==> src/rtl/mc_ctrl_pkg.sv <==
package mc_ctrl_pkg;

    localparam int OP_W  = 6;
    localparam int ASA_W = 2;
    localparam int ASB_W = 2;
    localparam int AOP_W = 3;

    typedef enum logic [3:0] {
        S_FETCH,
        S_DECODE,
        S_BR_DONE,
        S_RT_EXEC,
        S_RT_WB,
        S_ADDR,
        S_ST_MEM,
        S_LD_MEM,
        S_LD_WB,
        S_SC_MUL,
        S_SC_ADD,
        S_SC_MEM,
        S_SC_WB
    } state_t;

    typedef enum logic [2:0] {
        CL_RTYPE,
        CL_LOAD,
        CL_STORE,
        CL_BRANCH,
        CL_SCALED,
        CL_OTHER
    } op_class_t;

    // ALU operation codes
    localparam logic [AOP_W-1:0] AOP_NONE  = 3'b000;
    localparam logic [AOP_W-1:0] AOP_FUNCT = 3'b001;
    localparam logic [AOP_W-1:0] AOP_ADD   = 3'b010;
    localparam logic [AOP_W-1:0] AOP_MUL   = 3'b100;
    localparam logic [AOP_W-1:0] AOP_SUB   = 3'b110;

    // ALU A-side selects
    localparam logic [ASA_W-1:0] ASA_PC     = 2'd0;
    localparam logic [ASA_W-1:0] ASA_REGA   = 2'd1;
    localparam logic [ASA_W-1:0] ASA_ALUOUT = 2'd2;

    // ALU B-side selects
    localparam logic [ASB_W-1:0] ASB_REGB  = 2'd0;
    localparam logic [ASB_W-1:0] ASB_FOUR  = 2'd1;
    localparam logic [ASB_W-1:0] ASB_SEXT  = 2'd2;
    localparam logic [ASB_W-1:0] ASB_SHIFT = 2'd3;

    typedef struct packed {
        logic             iord;
        logic             mem_rd;
        logic             mem_wr;
        logic             ir_wr;
        logic             pc_wr;
        logic             pc_wr_cond;
        logic             pc_src;
        logic [ASA_W-1:0] src_a;
        logic [ASB_W-1:0] src_b;
        logic [AOP_W-1:0] aop;
        logic             reg_dst;
        logic             mem_to_reg;
        logic             reg_wr;
    } ctrl_t;

endpackage

==> src/rtl/mc_op_class.sv <==
module mc_op_class
    import mc_ctrl_pkg::*;
#(
    parameter logic [OP_W-1:0] OP_RTYPE  = 6'b000000,
    parameter logic [OP_W-1:0] OP_LOAD   = 6'b100011,
    parameter logic [OP_W-1:0] OP_STORE  = 6'b101011,
    parameter logic [OP_W-1:0] OP_BRANCH = 6'b000100,
    parameter logic [OP_W-1:0] OP_SCALED = 6'b110011
) (
    input  logic [OP_W-1:0] opcode,
    output op_class_t       op_class
);

    localparam int N_KNOWN = 5;

    logic [N_KNOWN-1:0][OP_W-1:0] known_op;
    op_class_t [N_KNOWN-1:0]      known_cl;
    logic [N_KNOWN-1:0]           hit;

    assign known_op = {OP_SCALED, OP_BRANCH, OP_STORE, OP_LOAD, OP_RTYPE};
    assign known_cl = {CL_SCALED, CL_BRANCH, CL_STORE, CL_LOAD, CL_RTYPE};

    for (genvar gi = 0; gi < N_KNOWN; gi++) begin : g_match
        assign hit[gi] = (opcode == known_op[gi]);
    end

    // Lowest matching entry wins; no match means an unknown opcode.
    always_comb begin
        op_class = CL_OTHER;
        for (int i = N_KNOWN - 1; i >= 0; i--) begin
            if (hit[i]) op_class = known_cl[i];
        end
    end

endmodule

==> src/rtl/mc_ctrl_seq.sv <==
module mc_ctrl_seq
    import mc_ctrl_pkg::*;
(
    input  logic      clk,
    input  logic      rst,
    input  op_class_t op_class,
    output state_t    state
);

    state_t state_q, state_d;

    always_ff @(posedge clk) begin
        if (rst) state_q <= S_FETCH;
        else     state_q <= state_d;
    end

    always_comb begin
        state_d = S_FETCH;
        unique case (state_q)
            S_FETCH:  state_d = S_DECODE;
            S_DECODE: begin
                unique case (op_class)
                    CL_RTYPE:              state_d = S_RT_EXEC;
                    CL_LOAD, CL_STORE:     state_d = S_ADDR;
                    CL_BRANCH:             state_d = S_BR_DONE;
                    CL_SCALED:             state_d = S_SC_MUL;
                    default:               state_d = S_FETCH;
                endcase
            end
            S_RT_EXEC: state_d = S_RT_WB;
            S_ADDR:    state_d = (op_class == CL_STORE) ? S_ST_MEM : S_LD_MEM;
            S_LD_MEM:  state_d = S_LD_WB;
            S_SC_MUL:  state_d = S_SC_ADD;
            S_SC_ADD:  state_d = S_SC_MEM;
            S_SC_MEM:  state_d = S_SC_WB;
            S_RT_WB, S_ST_MEM, S_LD_WB, S_BR_DONE, S_SC_WB: state_d = S_FETCH;
            default:   state_d = S_FETCH;
        endcase
    end

    assign state = state_q;

    assert_reset_to_fetch_R1: assert property (@(posedge clk)
        $past(rst) |-> (state_q == S_FETCH));

    assert_fetch_then_decode_R2: assert property (@(posedge clk) disable iff (rst)
        (state_q == S_FETCH) |=> (state_q == S_DECODE));

    assert_branch_returns_R8: assert property (@(posedge clk) disable iff (rst)
        (state_q == S_BR_DONE) |=> (state_q == S_FETCH));

    assert_scaled_mul_add_R9: assert property (@(posedge clk) disable iff (rst)
        (state_q == S_SC_MUL) |=> (state_q == S_SC_ADD));

    assert_scaled_add_read_R9: assert property (@(posedge clk) disable iff (rst)
        (state_q == S_SC_ADD) |=> (state_q == S_SC_MEM));

endmodule

==> src/rtl/mc_ctrl_dec.sv <==
module mc_ctrl_dec
    import mc_ctrl_pkg::*;
(
    input  state_t state,
    output ctrl_t  ctl
);

    always_comb begin
        ctl = '0;
        unique case (state)
            S_FETCH: begin
                ctl.mem_rd = 1'b1;
                ctl.ir_wr  = 1'b1;
                ctl.pc_wr  = 1'b1;
                ctl.src_a  = ASA_PC;
                ctl.src_b  = ASB_FOUR;
                ctl.aop    = AOP_ADD;
            end
            S_DECODE: begin
                ctl.src_a = ASA_PC;
                ctl.src_b = ASB_SHIFT;
                ctl.aop   = AOP_ADD;
            end
            S_BR_DONE: begin
                ctl.src_a      = ASA_REGA;
                ctl.src_b      = ASB_REGB;
                ctl.aop        = AOP_SUB;
                ctl.pc_src     = 1'b1;
                ctl.pc_wr_cond = 1'b1;
            end
            S_RT_EXEC: begin
                ctl.src_a = ASA_REGA;
                ctl.src_b = ASB_REGB;
                ctl.aop   = AOP_FUNCT;
            end
            S_RT_WB: begin
                ctl.reg_dst = 1'b1;
                ctl.reg_wr  = 1'b1;
            end
            S_ADDR: begin
                ctl.src_a = ASA_REGA;
                ctl.src_b = ASB_SEXT;
                ctl.aop   = AOP_ADD;
            end
            S_ST_MEM: begin
                ctl.iord   = 1'b1;
                ctl.mem_wr = 1'b1;
            end
            S_LD_MEM, S_SC_MEM: begin
                ctl.iord   = 1'b1;
                ctl.mem_rd = 1'b1;
            end
            S_LD_WB: begin
                ctl.mem_to_reg = 1'b1;
                ctl.reg_wr     = 1'b1;
            end
            S_SC_MUL: begin
                ctl.src_a = ASA_REGA;
                ctl.src_b = ASB_FOUR;
                ctl.aop   = AOP_MUL;
            end
            S_SC_ADD: begin
                ctl.src_a = ASA_ALUOUT;
                ctl.src_b = ASB_REGB;
                ctl.aop   = AOP_ADD;
            end
            S_SC_WB: begin
                ctl.reg_dst    = 1'b1;
                ctl.mem_to_reg = 1'b1;
                ctl.reg_wr     = 1'b1;
            end
            default: ctl = '0;
        endcase
    end

endmodule

==> src/rtl/mc_ctrl_fsm.sv <==
module mc_ctrl_fsm
    import mc_ctrl_pkg::*;
#(
    parameter logic [OP_W-1:0] OP_RTYPE  = 6'b000000,
    parameter logic [OP_W-1:0] OP_LOAD   = 6'b100011,
    parameter logic [OP_W-1:0] OP_STORE  = 6'b101011,
    parameter logic [OP_W-1:0] OP_BRANCH = 6'b000100,
    parameter logic [OP_W-1:0] OP_SCALED = 6'b110011
) (
    input  logic             clk,
    input  logic             rst,
    input  logic [OP_W-1:0]  opcode,
    input  logic             alu_zero,
    output logic             iord,
    output logic             mem_rd,
    output logic             mem_wr,
    output logic             ir_wr,
    output logic             pc_wr,
    output logic             pc_wr_cond,
    output logic             pc_en,
    output logic             pc_src,
    output logic [ASA_W-1:0] alu_src_a,
    output logic [ASB_W-1:0] alu_src_b,
    output logic [AOP_W-1:0] alu_op,
    output logic             reg_dst,
    output logic             mem_to_reg,
    output logic             reg_wr
);

    op_class_t op_class;
    state_t    state;
    ctrl_t     ctl;

    mc_op_class #(
        .OP_RTYPE (OP_RTYPE),
        .OP_LOAD  (OP_LOAD),
        .OP_STORE (OP_STORE),
        .OP_BRANCH(OP_BRANCH),
        .OP_SCALED(OP_SCALED)
    ) u_class (
        .opcode  (opcode),
        .op_class(op_class)
    );

    mc_ctrl_seq u_seq (
        .clk     (clk),
        .rst     (rst),
        .op_class(op_class),
        .state   (state)
    );

    mc_ctrl_dec u_dec (
        .state(state),
        .ctl  (ctl)
    );

    assign iord       = ctl.iord;
    assign mem_rd     = ctl.mem_rd;
    assign mem_wr     = ctl.mem_wr;
    assign ir_wr      = ctl.ir_wr;
    assign pc_wr      = ctl.pc_wr;
    assign pc_wr_cond = ctl.pc_wr_cond;
    assign pc_src     = ctl.pc_src;
    assign alu_src_a  = ctl.src_a;
    assign alu_src_b  = ctl.src_b;
    assign alu_op     = ctl.aop;
    assign reg_dst    = ctl.reg_dst;
    assign mem_to_reg = ctl.mem_to_reg;
    assign reg_wr     = ctl.reg_wr;

    // Combined PC load: unconditional write, or conditional write on zero.
    assign pc_en = ctl.pc_wr | (ctl.pc_wr_cond & alu_zero);

    assert_mem_exclusive_R12: assert property (@(posedge clk) disable iff (rst)
        !(mem_rd && mem_wr));

    assert_pc_write_kinds_R11: assert property (@(posedge clk) disable iff (rst)
        !(pc_wr && pc_wr_cond));

    assert_writeback_then_fetch_R4: assert property (@(posedge clk) disable iff (rst)
        reg_wr |=> ir_wr);

    assert_store_then_fetch_R6: assert property (@(posedge clk) disable iff (rst)
        mem_wr |=> ir_wr);

endmodule

==> config.mk <==
export PLATFORM = sky130hd
export DESIGN_NAME = mc_ctrl_fsm
export DESIGN_NICKNAME = d
export VERILOG_FILES = /design/src/rtl/mc_ctrl_pkg.sv /design/src/rtl/mc_op_class.sv /design/src/rtl/mc_ctrl_seq.sv /design/src/rtl/mc_ctrl_dec.sv /design/src/rtl/mc_ctrl_fsm.sv
export SDC_FILE = /design/constraint.sdc
export NUM_CORES = 1
export LEC_CHECK = 0
export ABC_CLOCK_PERIOD_IN_PS = 3320
export BUFFER_PORTS_ARGS = -buffer_cell sky130_fd_sc_hd__buf_2
export CORE_AREA = 3 3 40 42
export CTS_BUF_LIST = sky130_fd_sc_hd__clkbuf_8 sky130_fd_sc_hd__clkbuf_16
export CTS_CLUSTER_SIZE = 14
export DETAILED_ROUTE_END_ITERATION = 6
export DIE_AREA = 0 0 43 45
export PLACE_DENSITY = 0.75
export SLEW_MARGIN = 20
export SYNTH_ARGS = -nofsm -noshare
export SYNTH_HDL_FRONTEND = slang
export SYNTH_HIERARCHICAL = 1
export SYNTH_SLANG_ARGS = --single-unit
==> constraint.sdc <==
create_clock -name clk -period 3.32 [get_ports clk]
set_input_delay 0.498 -clock clk [delete_from_list [all_inputs] [get_ports clk]]
set_output_delay 0.498 -clock clk [all_outputs]
set_load 0.02 [all_outputs]
==> results of run 1 <==
## power by group through the flow
| stage | logic, W | clock network (W) | registers [W] |
|---|---|---|---|
| 3_3_place_gp | 0.0000506 | 0 | 0.0000580 |
| 6_report | 0.0000513 | 0.000102 | 0.0000578 |
| 5_1_grt | 0.0000564 | 0.000108 | 0.0000588 |
| 3_5_place_dp | 0.0000513 | 0 | 0.0000584 |
| 4_1_cts | 0.0000514 | 0.000104 | 0.0000577 |
| 2_1_floorplan | 0.0000415 | 0 | 0.0000532 |
## layout by cell type (no fill, tap or decap), types with 2 or more instances in the layout
master and count:
buf_2 26, inv_1 4, dfxtp_1 4, clkbuf_8 3, xnor2_1 3, nand2b_1 3, nor3_1 3, a21oi_1 3
nand3b_1 3, nor2_1 3, and3_1 3, nand4b_1 2, or3b_1 2, a211oi_1 2, nor4bb_1 2, o21ai_0 2
## cell families after synthesis
kind of cell | count (synthesis)
muxes | 2
AOI/OAI and AO/OA | 18
xor gates and xnor gates | 4
buffers and inverters | 13
and+or+nand+nor | 31
adders and majority gates | 1
DFF | 4
## worst max-delay path by stage
stage | endpoint | slack [ns]
6_report | pc_en | 1.04
4_1_cts | pc_en | 1.04
2_1_floorplan | u_seq/state[0] | 1.07
3_5_place_dp | u_seq/state[0] | 0.89
3_3_place_gp | u_seq/state[0] | 0.93
5_1_grt | pc_en | 0.88
## area by class of cell
type                    count  area (um2)
fillers                   119       571.8
multi-input cells          56       424.2
repair buffers             26       130.1
flip-flops and latches      4       80.08
clock buffers               3       41.29
inverters                   5       18.77
well taps                  15       18.77
## metal layers
layer / GRT usage [%] / part of all wire (%)
met2: 21.26 / 47
met3: 4.781 / 7.9
met1: 21.88 / 45
met5: 0 / 0
met4: 0 / 0
## worst max-delay path, cell delays in order, from the launching register on
cell      delay [ns]
dfxtp_1         0.76
nand2b_1        0.19
nor3_1          0.30
a21o_1          0.16
buf_2           0.15
## Yosys cell counts (all sizes together) (2+ instances only)
| cell type | instances |
|---|---|
| o21ai | 2 |
| a21o | 2 |
| buf | 8 |
| nand4b | 2 |
| nor2 | 3 |
| xnor2 | 3 |
| or3b | 2 |
| nand3b | 3 |
| nor4 | 2 |
| nor4bb | 2 |
| nor3 | 3 |
| and3 | 3 |
| a211oi | 3 |
| inv | 5 |
| a21oi | 3 |
| nand2b | 3 |
| dfxtp | 4 |
## stage by stage
stage | utilization, % | area, um2
4_1_cts | 55.50 | 713.2
6_report | 55.50 | 713.2
3_3_place_gp | 52.29 | 671.9
2_1_floorplan | - | 574.3
5_1_grt | 55.50 | 713.2
3_5_place_dp | 52.29 | 671.9
==> summary.txt, run 1 <==
Status: finished clean
Post-CTS Setup Inserts: 0
Largest net degree at the start of global routing: 23
CTS resizes: 0
First-pass GRT wire length: 2.228 mm
Final cell count without fillers: 109
Final Max Slew Viols: 0
Switching share of total power: 28.31%
Final hold violation count: 0
Hold Path Sink: u_seq/state[0]
Vias per std cell: 5.853
Synth Area in XOR/XNOR: 6.100%
Die width: 43 um
Setup TNS: 0 ns
Hold Path Cell Cnt: 2
Rel. slew slack: 53.07%
Number of DRC markers in iteration 0: 20
Internal: 0.0001512 W
Max_cap viols: 0
CTS root buffer: clkbuf_8
Yosys top cell area share: 13.94%
All-Layer GR Usage: 14.48%
Max Freq: 439.2 MHz
IR drop worst, VDD: 0.2091 mV
Synth Area per Inst: 7.867 um2
Part of the power in registers: 27.4%
Synth warnings: 6
CTS Hold Bufs: 0
Most used DFF post-synth: dfxtp_1
Routability cong.: 0.7648
DRT Pass-1 Iters: 4
Fin crit share: 68.57%
Total number of vias: 638
Num ports: 27
Multiplexer share of the synthesized area: 3.704%
Clock latency on the worst-skew pair: 0.22 ns
RSZ-0062 raised after global routing: false
Synth Area in Compound Gates: 23.97%
Final wirelength: 1.308 mm
Yosys reg bits: 4
Num CTS Buffers: 3
Post-synthesis adder-cell area fraction: 1.743%
Crit path capture type: output pin
Area Overhead vs Synth: 24.18%
Final setup violation count: 0
Combinational family with the most area after synthesis: simple AND/OR/NAND/NOR gates
Final ANT Viol Nets: 0
Worst Reg-to-Reg Cells: 3
H-tree level count: 1
Antenna diodes: 0
Pwr per Cell Area: 295.7 nW/um2
Worst hold start: rst
Vias in the first global route: 505
Number of flops mapped to enable cells by yosys: 0
Initial antenna violation count: 0
Mapped Cells: 73
PortBufs: 26
Pre-CTS setup slack: 0.8929 ns
Die area: 1935 um2
Worst Path Arrival: 1.78 ns
Clk pwr share: 48.3%
CTS tree: yes
Largest cells by area after synthesis: dfxtp_1 (14%), xnor2_1 (4.6%), buf_2 (4.4%)
Worst hold path type: input pin to register
Core area: 1285 um2
Worst Skew: 0.005853 ns
Crit. Startpoint: u_seq/state[1]
Rows: 13
CTS max path bufs: 2
Mapped Nets: 82
Min cycle time layout: 2.277 ns
Crit path max fanout: 22
Die span in y: 45 um
Launching point of the worst reg2reg path: u_seq/state[0]
Worst R2R Setup Slack: 1.77 ns
Reg2Reg Capture Point: u_seq/state[0]
Total power: 0.0002109 W
Pleak: 0.3098 nW
Global route overflow: 0
Type of the worst setup path: register to output pin
Final HPWL DP: 922.8 um
DR DRC count: 0
Fin nets: 105
Worst Hold Slack: 0.4968 ns
Share of layout cells above drive strength 1: 38.30%
Async S/R FF share, synth: 0%
Routed len/inst: 12.00 um
Synth area leader: dfxtp_1
Synthesized area: 574.3 um2
Crit path required time: 2.82 ns
Clock-pin slew on the worst setup and hold paths: 0.03 ns
Starting density of the core: 44.69%
CP startpoint kind: register
Synth unique cells: 43
Synth Area in Simple Gates: 38.34%
Cell count after placement: 106
Post-synthesis sequential area ratio: 13.94%
Max reg flops: 4
Worst-Margin Slew: 0.7030 ns
Combinational power share: 24.3%
Switch Pwr: 0.00005968 W
Final WS setup: 1.043 ns
Num Clock Sinks: 4
Note: power is estimated with default switching activity, not from simulation.
==> run 2: changes to the inputs <==
- ABC_CLOCK_PERIOD_IN_PS: 3320 -> 2000
- CORE_AREA: 3 3 40 42 -> not set
- CORE_MARGIN: not set -> 3
- CORE_UTILIZATION: not set -> 40
- DIE_AREA: 0 0 43 45 -> not set
- PLACE_DENSITY: 0.75 -> 0.73
- clock period: 3.32 -> 2 ns (I/O delays scaled with it)
==> run 2 against run 1 <==
Effect of this change: total power increased by 69%; register-to-register slack worse by 1.4 ns; combinational power is 77% higher; largest cell class unchanged; critical path type is now input pin to register; clock power up 66%; worst setup slack got worse by 0.97 ns; sequential share of layout area is 0.58 points lower; clock-buffer cell count did not move; utilization is 1.6 points higher; flip-flop and latch count stayed put; final cell count grew 4.6%; first-iteration DRC count is 40% lower; routed wire length is 7.6% higher.
==> summary.txt, run 2 (synthesis gave the netlist of run 1 again) <==
Most common library cell in the layout ignoring fill and taps: buf_2
Worst Path Arrival: 2.06 ns
Commonest non-fill, non-tap cells in the layout: buf_2 (26), buf_4 (5), inv_1 (4), dfxtp_1 (4)
Routability cong.: 0.7831
Final ANT Viol Nets: 0
Worst Skew: 0.008322 ns
Pre-CTS setup slack: -0.1851 ns
Vias per std cell: 5.596
Pwr per Cell Area: 472.5 nW/um2
Area Overhead vs Synth: 30.94%
Post-CTS Setup Inserts: 0
Num Clock Sinks: 4
RSZ-0062 raised after global routing: false
CTS root buffer: clkbuf_8
DR DRC count: 0
Launching point of the worst reg2reg path: u_seq/state[3]
Design area: 752.0 um2
Initial antenna violation count: 0
Rel. slew slack: 54.68%
Clock-pin slew on the worst setup and hold paths: 0.04 ns
Total number of vias: 638
Max_cap viols: 0
CTS resizes: 0
Final cell count without fillers: 114
Final Max Slew Viols: 0
Area after DPL: 710.7 um2
Die area: 1926 um2
Worst-Margin Slew: 0.6788 ns
Worst setup path endpoint: u_seq/state[0]
PortBufs: 26
Num CTS Buffers: 3
Number of DRC markers in iteration 0: 12
Max Freq: 519.7 MHz
Starting density of the core: 43.59%
DRT Pass-1 Iters: 4
H-tree level count: 1
CTS max path bufs: 2
Max reg flops: 4
IR drop worst, VDD: 0.4429 mV
Crit path max fanout: 3
Pleak: 0.3345 nW
First-pass GRT wire length: 2.221 mm
Routed len/inst: 12.35 um
Worst Reg-to-Reg Cells: 3
Crit path required time: 2.14 ns
Status: finished clean
Global route overflow: 0
Cell count after placement: 111
Fin crit share: 96.21%
Num ports: 27
Fin nets: 110
CTS Hold Bufs: 0
Type of the worst setup path: input pin to register
Clock latency on the worst-skew pair: 0.22 ns
Crit path capture type: register
Reg2Reg Capture Point: u_seq/state[1]
Share of layout cells above drive strength 1: 42.42%
CP startpoint kind: input pin
Final HPWL DP: 1.019 mm
Final hold violation count: 0
Total power: 0.0003553 W
Vias in the first global route: 534
Rows: 13
Die width: 43.89 um
Antenna diodes: 0
Crit. Startpoint: opcode[0]
Min cycle time layout: 1.924 ns
All-Layer GR Usage: 14.61%
Worst hold path type: input pin to register
Final WS setup: 0.07583 ns
Final wirelength: 1.408 mm
Final setup violation count: 0
CTS tree: yes
Largest net degree at the start of global routing: 23
Die span in y: 43.89 um
Core area: 1318 um2
Worst R2R Setup Slack: 0.42 ns
==> run 2: changes by cell type in the layout (fill, tap and decap cells not counted), sizes merged <==
cell / change
buf: +5
==> run 2: worst min-delay path by stage <==
stage,from,to,slack [ns],cells after the start
after floorplan,rst,u_seq/state[3],0.37,1
after global placement,rst,u_seq/state[0],0.52,2
after detailed placement,rst,u_seq/state[0],0.52,2
after CTS,rst,u_seq/state[0],0.29,2
after global routing,rst,u_seq/state[0],0.30,2
final,rst,u_seq/state[0],0.30,2
==> run 2: layout make-up <==
cell class                 count  area (um2)
fill                         130       565.5
multi-input combinational     56       425.4
timing repair buffer          31       167.7
sequential                     4       80.08
clock buffer                   3       41.29
inverter                       5       18.77
tap                           15       18.77
==> run 2: report_power, final <==
group / total, W / switching [W] / internal [W]
sequential: 0.0000956 / 0.0000124 / 0.0000831
combinational: 0.0000910 / 0.0000479 / 0.0000431
clock: 0.000169 / 0.0000406 / 0.000128
==> run 2: critical path, cell delays in order <==
cell and delay (ns):
buf_2 0.11, or4_4 0.54, o32a_1 0.34, maj3_2 0.31
a211o_1 0.28, a211oi_2 0.18
==> run 2: layer usage <==
metal | global-route usage [%] | share of wire (%)
met5 | 0 | 0
met4 | 3.614 | 0
met3 | 2.490 | 8.7
met2 | 25.00 | 48
met1 | 18.77 | 44
==> run 2: metrics by stage <==
stage	utilization (%)	hold slack [ns]	setup TNS [ns]
CTS	57.07	0.2929	0
global placement	53.94	0.5243	-0.3202
floorplan	-	0.3721	-0.01457
global route	57.07	0.2953	0
finish	57.07	0.2968	0
detailed placement	53.94	0.5206	-0.4878
==> run 3: changes to the inputs <==
- MAX_ROUTING_LAYER: not set -> met4
==> run 3 against run 2 <==
Effect of this change: total power shrank 0.48%; combinational power hardly changed; register-to-register slack is essentially flat; largest power group unchanged; utilization did not move; die area unchanged; largest cell class unchanged.
==> summary.txt, run 3 (synthesis gave the netlist of run 1 again) <==
Status: finished clean
Layout Utilization: 57.07%
CTS root buffer: clkbuf_8
Num Clock Sinks: 4
Delay-heaviest family, CP: compound AO/OA/AOI/OAI gates
Slowest CP cell: or4_4
Worst Reg-to-Reg Cells: 3
Fin nets: 110
Starting density of the core: 43.59%
Final wirelength: 1.398 mm
Max_cap viols: 0
Most common library cell in the layout ignoring fill and taps: buf_2
WP buf/inv: 1
Pwr per Cell Area: 470.3 nW/um2
Final Max Slew Viols: 0
PortBufs: 26
Met3 Use GR: 2.490%
Number of DRC markers in iteration 0: 10
Launching point of the worst reg2reg path: u_seq/state[3]
RSZ-0062 raised after global routing: false
Final HPWL DP: 1.019 mm
Multi-input gate area: 425.4 um2
Filler cells: 130
Initial antenna violation count: 0
Final setup violation count: 0
Area Overhead vs Synth: 30.94%
Die span in y: 43.89 um
Register area: 80.08 um2
GR Util met1: 18.77%
Crit. Startpoint: opcode[0]
Num ports: 27
CTS max path bufs: 2
IR drop worst, VDD: 0.4428 mV
Type of the worst setup path: input pin to register
Share of layout cells above drive strength 1: 42.42%
Vias in the first global route: 533
Worst Hold Slack: 0.2975 ns
Global route overflow: 0
Routability cong.: 0.7939
Worst hold start: rst
Max reg flops: 4
Largest net degree at the start of global routing: 23
Pleak: 0.3345 nW
All-Layer GR Usage: 15.05%
GRT busiest layer: met2
Num CTS Buffers: 3
Clock-pin slew on the worst setup and hold paths: 0.03 ns
Hold Path Cell Cnt: 2
Global-route met2 utilization: 25.00%
Reg2Reg Capture Point: u_seq/state[1]
Crit path capture type: register
Crit path max fanout: 3
Hold Path Sink: u_seq/state[0]
CTS tree: yes
Core area: 1318 um2
Final hold violation count: 0
Worst Skew: 0.006929 ns
Worst-path cell chain: buf_2 > or4_4 > o32a_1 > maj3_2 > a211o_1 > a211oi_2
Commonest non-fill, non-tap cells in the layout: buf_2 (26), buf_4 (5), inv_1 (4), dfxtp_1 (4)
Antenna diodes: 0
H-tree level count: 1
Min cycle time layout: 1.924 ns
Total number of vias: 625
Crit path required time: 2.14 ns
Final ANT Viol Nets: 0
Clock latency on the worst-skew pair: 0.22 ns
DRT Pass-1 Iters: 4
CTS resizes: 0
Die width: 43.89 um
First-pass GRT wire length: 2.221 mm
Worst R2R Setup Slack: 0.43 ns
CP startpoint kind: input pin
Die area: 1926 um2
Fin crit share: 96.22%
Worst hold path type: input pin to register
Worst Path Arrival: 2.06 ns
Vias per std cell: 5.482
DR DRC count: 0
Rows: 13
Max Freq: 519.7 MHz
Worst-Margin Slew: 0.6836 ns
Rel. slew slack: 54.37%
Max incr delay on CP: 0.54 ns
Routed len/inst: 12.26 um
## run 3: cell counts in the layout (fill, tap and decap cells not counted)
Identical to the previous run, type by type.
## run 3: timing repair
action / in CTS / in global routing
setup buffers: 0 / 0
setup endpoints to repair: 0 / 1
hold buffers: 0 / 0
## run 3: layout make-up
| cell class | instances | share of cell area (%) |
|---|---|---|
| Timing Repair Buffer | 31 | 22.30 |
| Sequential cell | 4 | 10.65 |
| Inverter | 5 | 2.496 |
| Clock buffer | 3 | 5.491 |
| Multi-Input combinational cell | 56 | 56.57 |
| Tap cell | 15 | 2.496 |
## run 3: metrics by stage
stage / setup WS [ns] / setup TNS (ns) / area, um2 / std cells / power, W
2_1_floorplan: -0.01457 / -0.01457 / 575.6 / 73 / 0.0001575
3_3_place_gp: -0.1198 / -0.3202 / 710.7 / 111 / 0.0001846
3_5_place_dp: -0.1851 / -0.4878 / 710.7 / 111 / 0.0001871
4_1_cts: 0.03755 / 0 / 752.0 / 114 / 0.0003581
5_1_grt: 0.02251 / 0 / 752.0 / 114 / 0.0003707
6_report: 0.07566 / 0 / 752.0 / 114 / 0.0003536
## run 3: power by group
part / internal, W / total, W / switching [W] / leakage (nW)
Clock: 0.000128 / 0.000167 / 0.0000393 / 0.0216
Combinational: 0.0000431 / 0.0000908 / 0.0000477 / 0.280
Sequential: 0.0000832 / 0.0000955 / 0.0000123 / 0.0326
## run 3: per-layer routing
metal  vias to the layer above  routed length [um]
li1                        329                   -
met1                       272                 603
met2                        24                 690
met3                         0                 104
met4                         0                   0
met5                         -                   0
## run 3: worst max path at each step
stage	end	depth (start not counted)
6_report	u_seq/state[0]	6
5_1_grt	pc_en	4
2_1_floorplan	u_seq/state[0]	5
3_5_place_dp	u_seq/state[0]	6
3_3_place_gp	u_seq/state[0]	6
4_1_cts	u_seq/state[0]	6
